==> config.mk <==
export PLATFORM = sky130hd
export DESIGN_NAME = lapd_msg_tx
export DESIGN_NICKNAME = d
export VERILOG_FILES = /design/src/rtl/lapd_tx_pkg.sv /design/src/rtl/lapd_msg_buf.sv /design/src/rtl/lapd_bit_src.sv /design/src/rtl/lapd_oct_pack.sv /design/src/rtl/lapd_tx_ctl.sv /design/src/rtl/lapd_msg_tx.sv
export SDC_FILE = /design/constraint.sdc
export NUM_CORES = 1
export LEC_CHECK = 0
export BUFFER_PORTS_ARGS = -buffer_cell sky130_fd_sc_hd__buf_2
export CAP_MARGIN = 20
export CORE_UTILIZATION = 40
export DETAILED_ROUTE_END_ITERATION = 8
export PLACE_DENSITY = 0.64
export SYNTH_ARGS = -nofsm -noshare
export SYNTH_HDL_FRONTEND = slang
export SYNTH_SLANG_ARGS = --single-unit
==> constraint.sdc <==
create_clock -name clk -period 3.8 [get_ports clk]
set_input_delay 0.19 -clock clk [delete_from_list [all_inputs] [get_ports clk]]
set_output_delay 0.19 -clock clk [all_outputs]
set_load 0.02 [all_outputs]
==> src/rtl/lapd_tx_pkg.sv <==
package lapd_tx_pkg;

    localparam logic [7:0]  FLAG_OCT = 8'h7E;
    localparam logic [15:0] CRC_POLY = 16'h8408;
    localparam logic [15:0] CRC_INIT = 16'hFFFF;

    typedef enum logic [1:0] {
        SEG_FLAG,
        SEG_BODY,
        SEG_FCS
    } seg_e;

    typedef struct packed {
        logic [7:0] shreg;
        logic [3:0] fill;
    } collect_t;

    function automatic logic [15:0] crc_step(input logic [15:0] c, input logic b);
        logic fb;
        fb = c[0] ^ b;
        return (c >> 1) ^ (fb ? CRC_POLY : 16'h0000);
    endfunction

endpackage

==> src/rtl/lapd_msg_buf.sv <==
module lapd_msg_buf #(
    parameter int DEPTH = 16,
    parameter int AW    = 4
) (
    input  logic          clk,
    input  logic          we,
    input  logic [AW-1:0] waddr,
    input  logic [7:0]    wdata,
    input  logic [AW-1:0] raddr,
    output logic [7:0]    rdata
);

    logic [7:0] mem [DEPTH];

    always_ff @(posedge clk) begin
        if (we) mem[waddr] <= wdata;
    end

    assign rdata = mem[raddr];

endmodule

==> src/rtl/lapd_bit_src.sv <==
module lapd_bit_src
    import lapd_tx_pkg::*;
#(
    parameter int DEPTH = 16,
    parameter int AW    = 4,
    parameter int LW    = 5
) (
    input  logic          clk,
    input  logic          rst,
    input  logic          adv,
    input  logic          go,
    input  logic [LW-1:0] msg_len,
    input  logic [7:0]    rd_data,
    output logic [AW-1:0] rd_addr,
    output logic          bit_out,
    output logic          frame_take,
    output logic          frame_done
);

    seg_e          seg;
    logic [2:0]    bidx;
    logic [AW-1:0] bptr;
    logic [3:0]    fidx;
    logic [LW-1:0] len_q;
    logic [15:0]   crc;
    logic [15:0]   fcs;
    logic [2:0]    ones;
    logic          stuff;
    logic          raw;
    logic          last_byte;
    logic [15:0]   crc_nx;
    logic [LW-1:0] len_clamped;

    assign stuff     = (ones == 3'd5);
    assign rd_addr   = bptr;
    assign last_byte = (LW'(bptr) == len_q - LW'(1));
    assign crc_nx    = crc_step(crc, raw);

    always_comb begin
        unique case (seg)
            SEG_FLAG: raw = FLAG_OCT[bidx];
            SEG_BODY: raw = rd_data[bidx];
            default:  raw = fcs[fidx];
        endcase
    end

    always_comb begin
        if (msg_len == '0)              len_clamped = LW'(1);
        else if (msg_len > LW'(DEPTH))  len_clamped = LW'(DEPTH);
        else                            len_clamped = msg_len;
    end

    assign bit_out    = stuff ? 1'b0 : raw;
    assign frame_take = adv && !stuff && (seg == SEG_FLAG) && (bidx == 3'd7) && go;
    assign frame_done = adv && !stuff && (seg == SEG_FCS) && (fidx == 4'd15);

    always_ff @(posedge clk) begin
        if (rst) begin
            seg   <= SEG_FLAG;
            bidx  <= '0;
            bptr  <= '0;
            fidx  <= '0;
            len_q <= LW'(1);
            crc   <= CRC_INIT;
            fcs   <= '0;
            ones  <= '0;
        end else if (adv) begin
            if (stuff) begin
                ones <= '0;
            end else begin
                unique case (seg)
                    SEG_FLAG: begin
                        ones <= '0;
                        bidx <= bidx + 3'd1;
                        if (frame_take) begin
                            seg   <= SEG_BODY;
                            bptr  <= '0;
                            len_q <= len_clamped;
                            crc   <= CRC_INIT;
                        end
                    end
                    SEG_BODY: begin
                        ones <= raw ? ones + 3'd1 : 3'd0;
                        crc  <= crc_nx;
                        bidx <= bidx + 3'd1;
                        if (bidx == 3'd7) begin
                            if (last_byte) begin
                                seg  <= SEG_FCS;
                                fidx <= '0;
                                fcs  <= ~crc_nx;
                            end else begin
                                bptr <= bptr + AW'(1);
                            end
                        end
                    end
                    default: begin
                        ones <= raw ? ones + 3'd1 : 3'd0;
                        fidx <= fidx + 4'd1;
                        if (fidx == 4'd15) begin
                            seg  <= SEG_FLAG;
                            bidx <= '0;
                        end
                    end
                endcase
            end
        end
    end


    stuff_run_chk: assert property (@(posedge clk) disable iff (rst)
        (adv && !stuff && seg != SEG_FLAG) |-> (ones < 3'd5));

endmodule

==> src/rtl/lapd_oct_pack.sv <==
module lapd_oct_pack
    import lapd_tx_pkg::*;
(
    input  logic       clk,
    input  logic       rst,
    input  logic       bit_in,
    input  logic       slot_sel,
    input  logic       slot_gc,
    input  logic       slot_nr,
    output logic       adv,
    output logic       slot_tick,
    output logic [7:0] oct_data,
    output logic       oct_valid
);

    collect_t   col;
    logic [7:0] rdy;
    logic       rdy_full;
    logic       load;
    logic [2:0] ones_run;

    assign adv       = (col.fill != 4'd8);
    assign load      = !adv && !rdy_full;
    assign slot_tick = slot_sel ? slot_nr : slot_gc;

    always_ff @(posedge clk) begin
        if (rst) begin
            col       <= '0;
            rdy       <= FLAG_OCT;
            rdy_full  <= 1'b0;
            oct_data  <= FLAG_OCT;
            oct_valid <= 1'b0;
            ones_run  <= '0;
        end else begin
            oct_valid <= slot_tick;
            if (slot_tick) oct_data <= rdy_full ? rdy : FLAG_OCT;
            if (adv) begin
                col.shreg <= {bit_in, col.shreg[7:1]};
                col.fill  <= col.fill + 4'd1;
                ones_run  <= bit_in ? ((ones_run == 3'd7) ? 3'd7 : ones_run + 3'd1) : 3'd0;
            end else if (load) begin
                rdy      <= col.shreg;
                col.fill <= '0;
            end
            if (load)           rdy_full <= 1'b1;
            else if (slot_tick) rdy_full <= 1'b0;
        end
    end


    no_seven_ones_chk: assert property (@(posedge clk) disable iff (rst)
        (adv && bit_in) |-> (ones_run < 3'd6));


    no_underflow_chk: assert property (@(posedge clk) disable iff (rst)
        slot_tick |-> rdy_full);

endmodule

==> src/rtl/lapd_tx_ctl.sv <==
module lapd_tx_ctl #(
    parameter int REPEAT_SLOTS = 22375,
    parameter int TW           = 15
) (
    input  logic clk,
    input  logic rst,
    input  logic start,
    input  logic slot_tick,
    input  logic frame_take,
    input  logic frame_done,
    input  logic status_rd,
    input  logic irq_en,
    output logic go,
    output logic busy,
    output logic int_status,
    output logic irq
);

    logic          start_q;
    logic          rise;
    logic          running;
    logic          pend;
    logic          in_frame;
    logic          expire;
    logic [TW-1:0] tmr;

    assign rise   = start && !start_q;
    assign expire = slot_tick && (tmr == TW'(REPEAT_SLOTS - 1));
    assign go     = pend;
    assign busy   = pend || in_frame;
    assign irq    = int_status && irq_en;

    always_ff @(posedge clk) begin
        if (rst) begin
            start_q    <= 1'b0;
            running    <= 1'b0;
            pend       <= 1'b0;
            in_frame   <= 1'b0;
            int_status <= 1'b0;
            tmr        <= '0;
        end else begin
            start_q <= start;
            if (rise)        running <= 1'b1;
            else if (!start) running <= 1'b0;
            if (frame_take)
                tmr <= '0;
            else if (slot_tick && tmr != TW'(REPEAT_SLOTS - 1))
                tmr <= tmr + TW'(1);
            pend <= rise || (running && expire && !frame_take) || (pend && !frame_take);
            if (frame_take)      in_frame <= 1'b1;
            else if (frame_done) in_frame <= 1'b0;
            if (frame_done)     int_status <= 1'b1;
            else if (status_rd) int_status <= 1'b0;
        end
    end


    busy_on_start_chk: assert property (@(posedge clk) disable iff (rst)
        $rose(start) |=> busy);


    busy_fall_chk: assert property (@(posedge clk) disable iff (rst)
        $fell(busy) |-> $past(frame_done));


    int_set_chk: assert property (@(posedge clk) disable iff (rst)
        frame_done |=> int_status);


    int_hold_chk: assert property (@(posedge clk) disable iff (rst)
        (int_status && !status_rd) |=> int_status);

endmodule

==> src/rtl/lapd_msg_tx.sv <==
module lapd_msg_tx #(
    parameter int MSG_DEPTH    = 16,
    parameter int REPEAT_SLOTS = 22375,
    localparam int AW = $clog2(MSG_DEPTH),
    localparam int LW = $clog2(MSG_DEPTH + 1),
    localparam int TW = $clog2(REPEAT_SLOTS + 1)
) (
    input  logic          clk,
    input  logic          rst,
    input  logic          start,
    input  logic          irq_en,
    input  logic          status_rd,
    input  logic          slot_sel,
    input  logic          slot_gc,
    input  logic          slot_nr,
    input  logic          msg_we,
    input  logic [AW-1:0] msg_waddr,
    input  logic [7:0]    msg_wdata,
    input  logic [LW-1:0] msg_len,
    output logic [7:0]    oct_data,
    output logic          oct_valid,
    output logic          busy,
    output logic          int_status,
    output logic          irq
);

    logic [AW-1:0] rd_addr;
    logic [7:0]    rd_data;
    logic          adv;
    logic          line_bit;
    logic          slot_tick;
    logic          go;
    logic          frame_take;
    logic          frame_done;

    lapd_msg_buf #(.DEPTH(MSG_DEPTH), .AW(AW)) u_buf (
        .clk   (clk),
        .we    (msg_we),
        .waddr (msg_waddr),
        .wdata (msg_wdata),
        .raddr (rd_addr),
        .rdata (rd_data)
    );

    lapd_bit_src #(.DEPTH(MSG_DEPTH), .AW(AW), .LW(LW)) u_src (
        .clk        (clk),
        .rst        (rst),
        .adv        (adv),
        .go         (go),
        .msg_len    (msg_len),
        .rd_data    (rd_data),
        .rd_addr    (rd_addr),
        .bit_out    (line_bit),
        .frame_take (frame_take),
        .frame_done (frame_done)
    );

    lapd_oct_pack u_pack (
        .clk       (clk),
        .rst       (rst),
        .bit_in    (line_bit),
        .slot_sel  (slot_sel),
        .slot_gc   (slot_gc),
        .slot_nr   (slot_nr),
        .adv       (adv),
        .slot_tick (slot_tick),
        .oct_data  (oct_data),
        .oct_valid (oct_valid)
    );

    lapd_tx_ctl #(.REPEAT_SLOTS(REPEAT_SLOTS), .TW(TW)) u_ctl (
        .clk        (clk),
        .rst        (rst),
        .start      (start),
        .slot_tick  (slot_tick),
        .frame_take (frame_take),
        .frame_done (frame_done),
        .status_rd  (status_rd),
        .irq_en     (irq_en),
        .go         (go),
        .busy       (busy),
        .int_status (int_status),
        .irq        (irq)
    );

endmodule

==> results.md <==
* # setup viols final at 0
* Diode count at 0
* Top-count cell post-synth: edfxtp_1
* Minimum clock period at 3.03 ns
* Worst hold slack at 0.0544 ns
* Fin util at 46.6%
* Final Max Slew Viols at 0
* Leakage at 3.73 nW
* P_int at 4.19 mW
* Initial antenna violation count at 0
* Post-CTS Setup Inserts at 0
* Boundary Pins at 38
* Vias/cell at 5.27
* Critical path endpoint category: register
* Main combinational cell family by area after synthesis: simple AND/OR/NAND/NOR gates
* Post-route clock period utilization at 79.8%
* Max Clock Freq at 330 MHz
* Die Ht at 158 um
* Asr flop ratio synth at 0%
* Initial core utilization at 41.1%
* Flop2flop setup slack at 0.77 ns
* Final Hold Fails at 0
* Pin count of the biggest net entering global routing at 66
* Syn nets at 822
* Drt first pass iters at 5
* Synth warnings at 0
* Synthesized instance count at 785
* Cts bufs inserted at 24
* Total power at 5.29 mW
* Clock Latency Late Sink at 0.51 ns
* Max-Slew Margin vs Limit at 28.4%
* Drt wl/cell at 17.1 um
* Non-Filler Instances at 1160
* Cells on worst reg2reg path at 8
* DP HPWL at 12700 um
* Worst setup SP type: register
* Hold WC Path Type: in2reg
* Required @ worst endpoint at 4.19 ns
* Xor/xnor share of the synthesized area at 2.34%
* Clock Power Share at 44.5%
* Pwr dens at 479 mW/mm2
* Area leader, netlist: edfxtp_1
* Port Buf Inserts at 37
* DRC Markers at 0
* Drt total wl at 19800 um
* Row count at 56
* Post-synth top flop: edfxtp_1
* Setup_tns at 0 ns
* Die width at 158 um
* Core outline area at 0.0237 mm2
* Net Sw Frac at 20.7%
* First-pass GRT wire length at 31400 um
* Yosys top cell area share at 39.5%
* Clock sink count at 236
* FF-to-FF End: u_src.ones[0]
* Setup CP Type: reg2reg
* Remaining antenna violation count after routing at 0
* Die ar. at 0.0250 mm2
* All-Layer GR Usage at 16.3%
* Post-synth EDFFs at 128
* Clock buffer depth at 3
* Syn_area_per_cell at 12.4 um2
* Max Clock Skew at 0.00986 ns
* Fin nets at 860
* Post-synthesis cell type count at 70
* Crit path DAT at 3.42 ns
* Post-synthesis simple-gate area fraction at 13.2%
* Cells after DPL at 1112
* Commonest cells post-synth: edfxtp_1 (128), dfxtp_1 (108), nor2_1 (80), nand2_1 (71), a21oi_1 (46)
* Synth Area in Compound Gates at 8.94%
* RSZ-0062 raised after global routing: false
* Post-Synth Adder-Cell Area at 1.41%
* Critical Path End: u_src.ones[0]
* Status: finished clean
* CTS H-tree lvls at 1
* 1st-iter DRT viols at 489
* Top post-synthesis cells by area: edfxtp_1 (39%), dfxtp_1 (22%), mux4_2 (6.2%), nor2_1 (3.1%), nand2_1 (2.7%)
* Vias at 6113
* Maxcap violations at 0
* Post-cts hold buffer count at 3
* Psw at 1.10 mW
* Mapped Area at 0.00974 mm2
* CTS clk-pin slew, worst paths at 0.06 ns
* Seq/Total Area, Yosys at 61.6%
* Logic pwr share at 3.4%
* Multiplexer share of the synthesized area at 9.25%
* Share of cells above drive strength 1 at 15.5%
* Reg power frac at 52.1%
* TritonCTS clock tree: yes
* Post_cts resized at 0
* Clk root buf: clkbuf_16
* Syn-to-layout area delta at 13.3%
* Synth Register Bits at 236
* Crit Path Max Fanout at 29
* IR drop worst, VDD at 0.376 mV
* Number of global-route vias before repair at 5922
* Worst Tran Pin Value at 1.07 ns
* Total grt overflow at 0
* Placer's final routability congestion estimate at 0.778
-- critical path, stage by stage, from the launching register on --
cell     delay, ns
dfxtp_2       0.89
buf_4         0.30
mux4_1        0.57
mux2i_1       0.16
mux2i_1       0.09
o21ai_1       0.20
a32oi_2       0.22
a21oi_1       0.33
o31ai_1       0.13
-- cells in the final DEF (no fill, tap or decap), drive strengths merged, types with 27 or more instances in the layout --
master | Yosys | layout
dfxtp | 108 | 108
edfxtp | 128 | 128
a21oi | 46 | 46
clkbuf | 25 | 28
buf | 17 | 51
nor2 | 80 | 80
nand2 | 71 | 71
nor3 | 27 | 27
nand3 | 32 | 32
mux4 | 30 | 30
-- per-layer routing --
metal / vias up / track usage, % / share of wire, %
li1: 2984 / - / -
met3: 35 / 2.33 / 3.6
met2: 108 / 26.7 / 47
met1: 2986 / 22.4 / 47
met5: - / 0 / 0
met4: 0 / 4.95 / 2.2
-- worst min-delay path by stage --
| stage | start | end | slack, ns | cells after the start |
|---|---|---|---|---|
| 6_report | msg_wdata[0] | u_buf.mem[3][0] | 0.05 | 1 |
| 5_1_grt | msg_wdata[6] | u_buf.mem[0][6] | 0.05 | 1 |
| 4_1_cts | msg_wdata[5] | u_buf.mem[0][5] | 0.04 | 1 |
| 3_5_place_dp | u_ctl.in_frame | u_ctl.in_frame | 0.44 | 2 |
| 3_3_place_gp | u_ctl.start_q | u_ctl.running | 0.42 | 1 |
| 2_1_floorplan | msg_wdata[0] | u_buf.mem[0][0] | 0.29 | 0 |
-- cell families after synthesis --
family	Yosys count
multiplexers	51
buffers and inverters	62
XOR/XNOR	26
adder cells (fa/ha/maj)	11
AO/OA/AOI/OAI	127
flip-flops	236
AND/OR/NAND/NOR	272
-- area by class of cell --
class / count / area [um2]
Clock buffer: 28 / 637
Multi-Input combinational cell: 487 / 3450
Clock inverter: 16 / 148
Inverter: 20 / 75.1
Timing Repair Buffer: 54 / 324
Sequential cell: 236 / 6010
Fill cell: 2156 / 12600
Tap cell: 319 / 399
-- power groups by stage --
stage          Sequential (mW)  Combinational [mW]  Clock [mW]
4_1_cts                   2.76               0.180        2.39
2_1_floorplan             2.81               0.106           0
6_report                  2.76               0.179        2.35
3_3_place_gp              2.81               0.173           0
5_1_grt                   2.76               0.200        2.48
3_5_place_dp              2.81               0.177           0
-- stage by stage --
step           instance area [um2]  worst slack (ns)
2_1_floorplan                 9740              1.59
3_3_place_gp                 10200             0.908
3_5_place_dp                 10200             0.852
4_1_cts                      11000             0.781
5_1_grt                      11000             0.550
6_report                     11000             0.766
-- state kept, by name, summed over array words and instances, names as in the netlist, 4 cells and up, named ones only --
name             cells
u_pack.oct_data      8
u_src.crc           16
u_src.rd_addr        4
u_src.fidx           4
u_buf.mem          128
u_pack.rdy           8
u_src.len_q          5
u_src.fcs           16
u_pack.col          12
u_ctl.tmr           15
(Power assumes the default switching activity.)
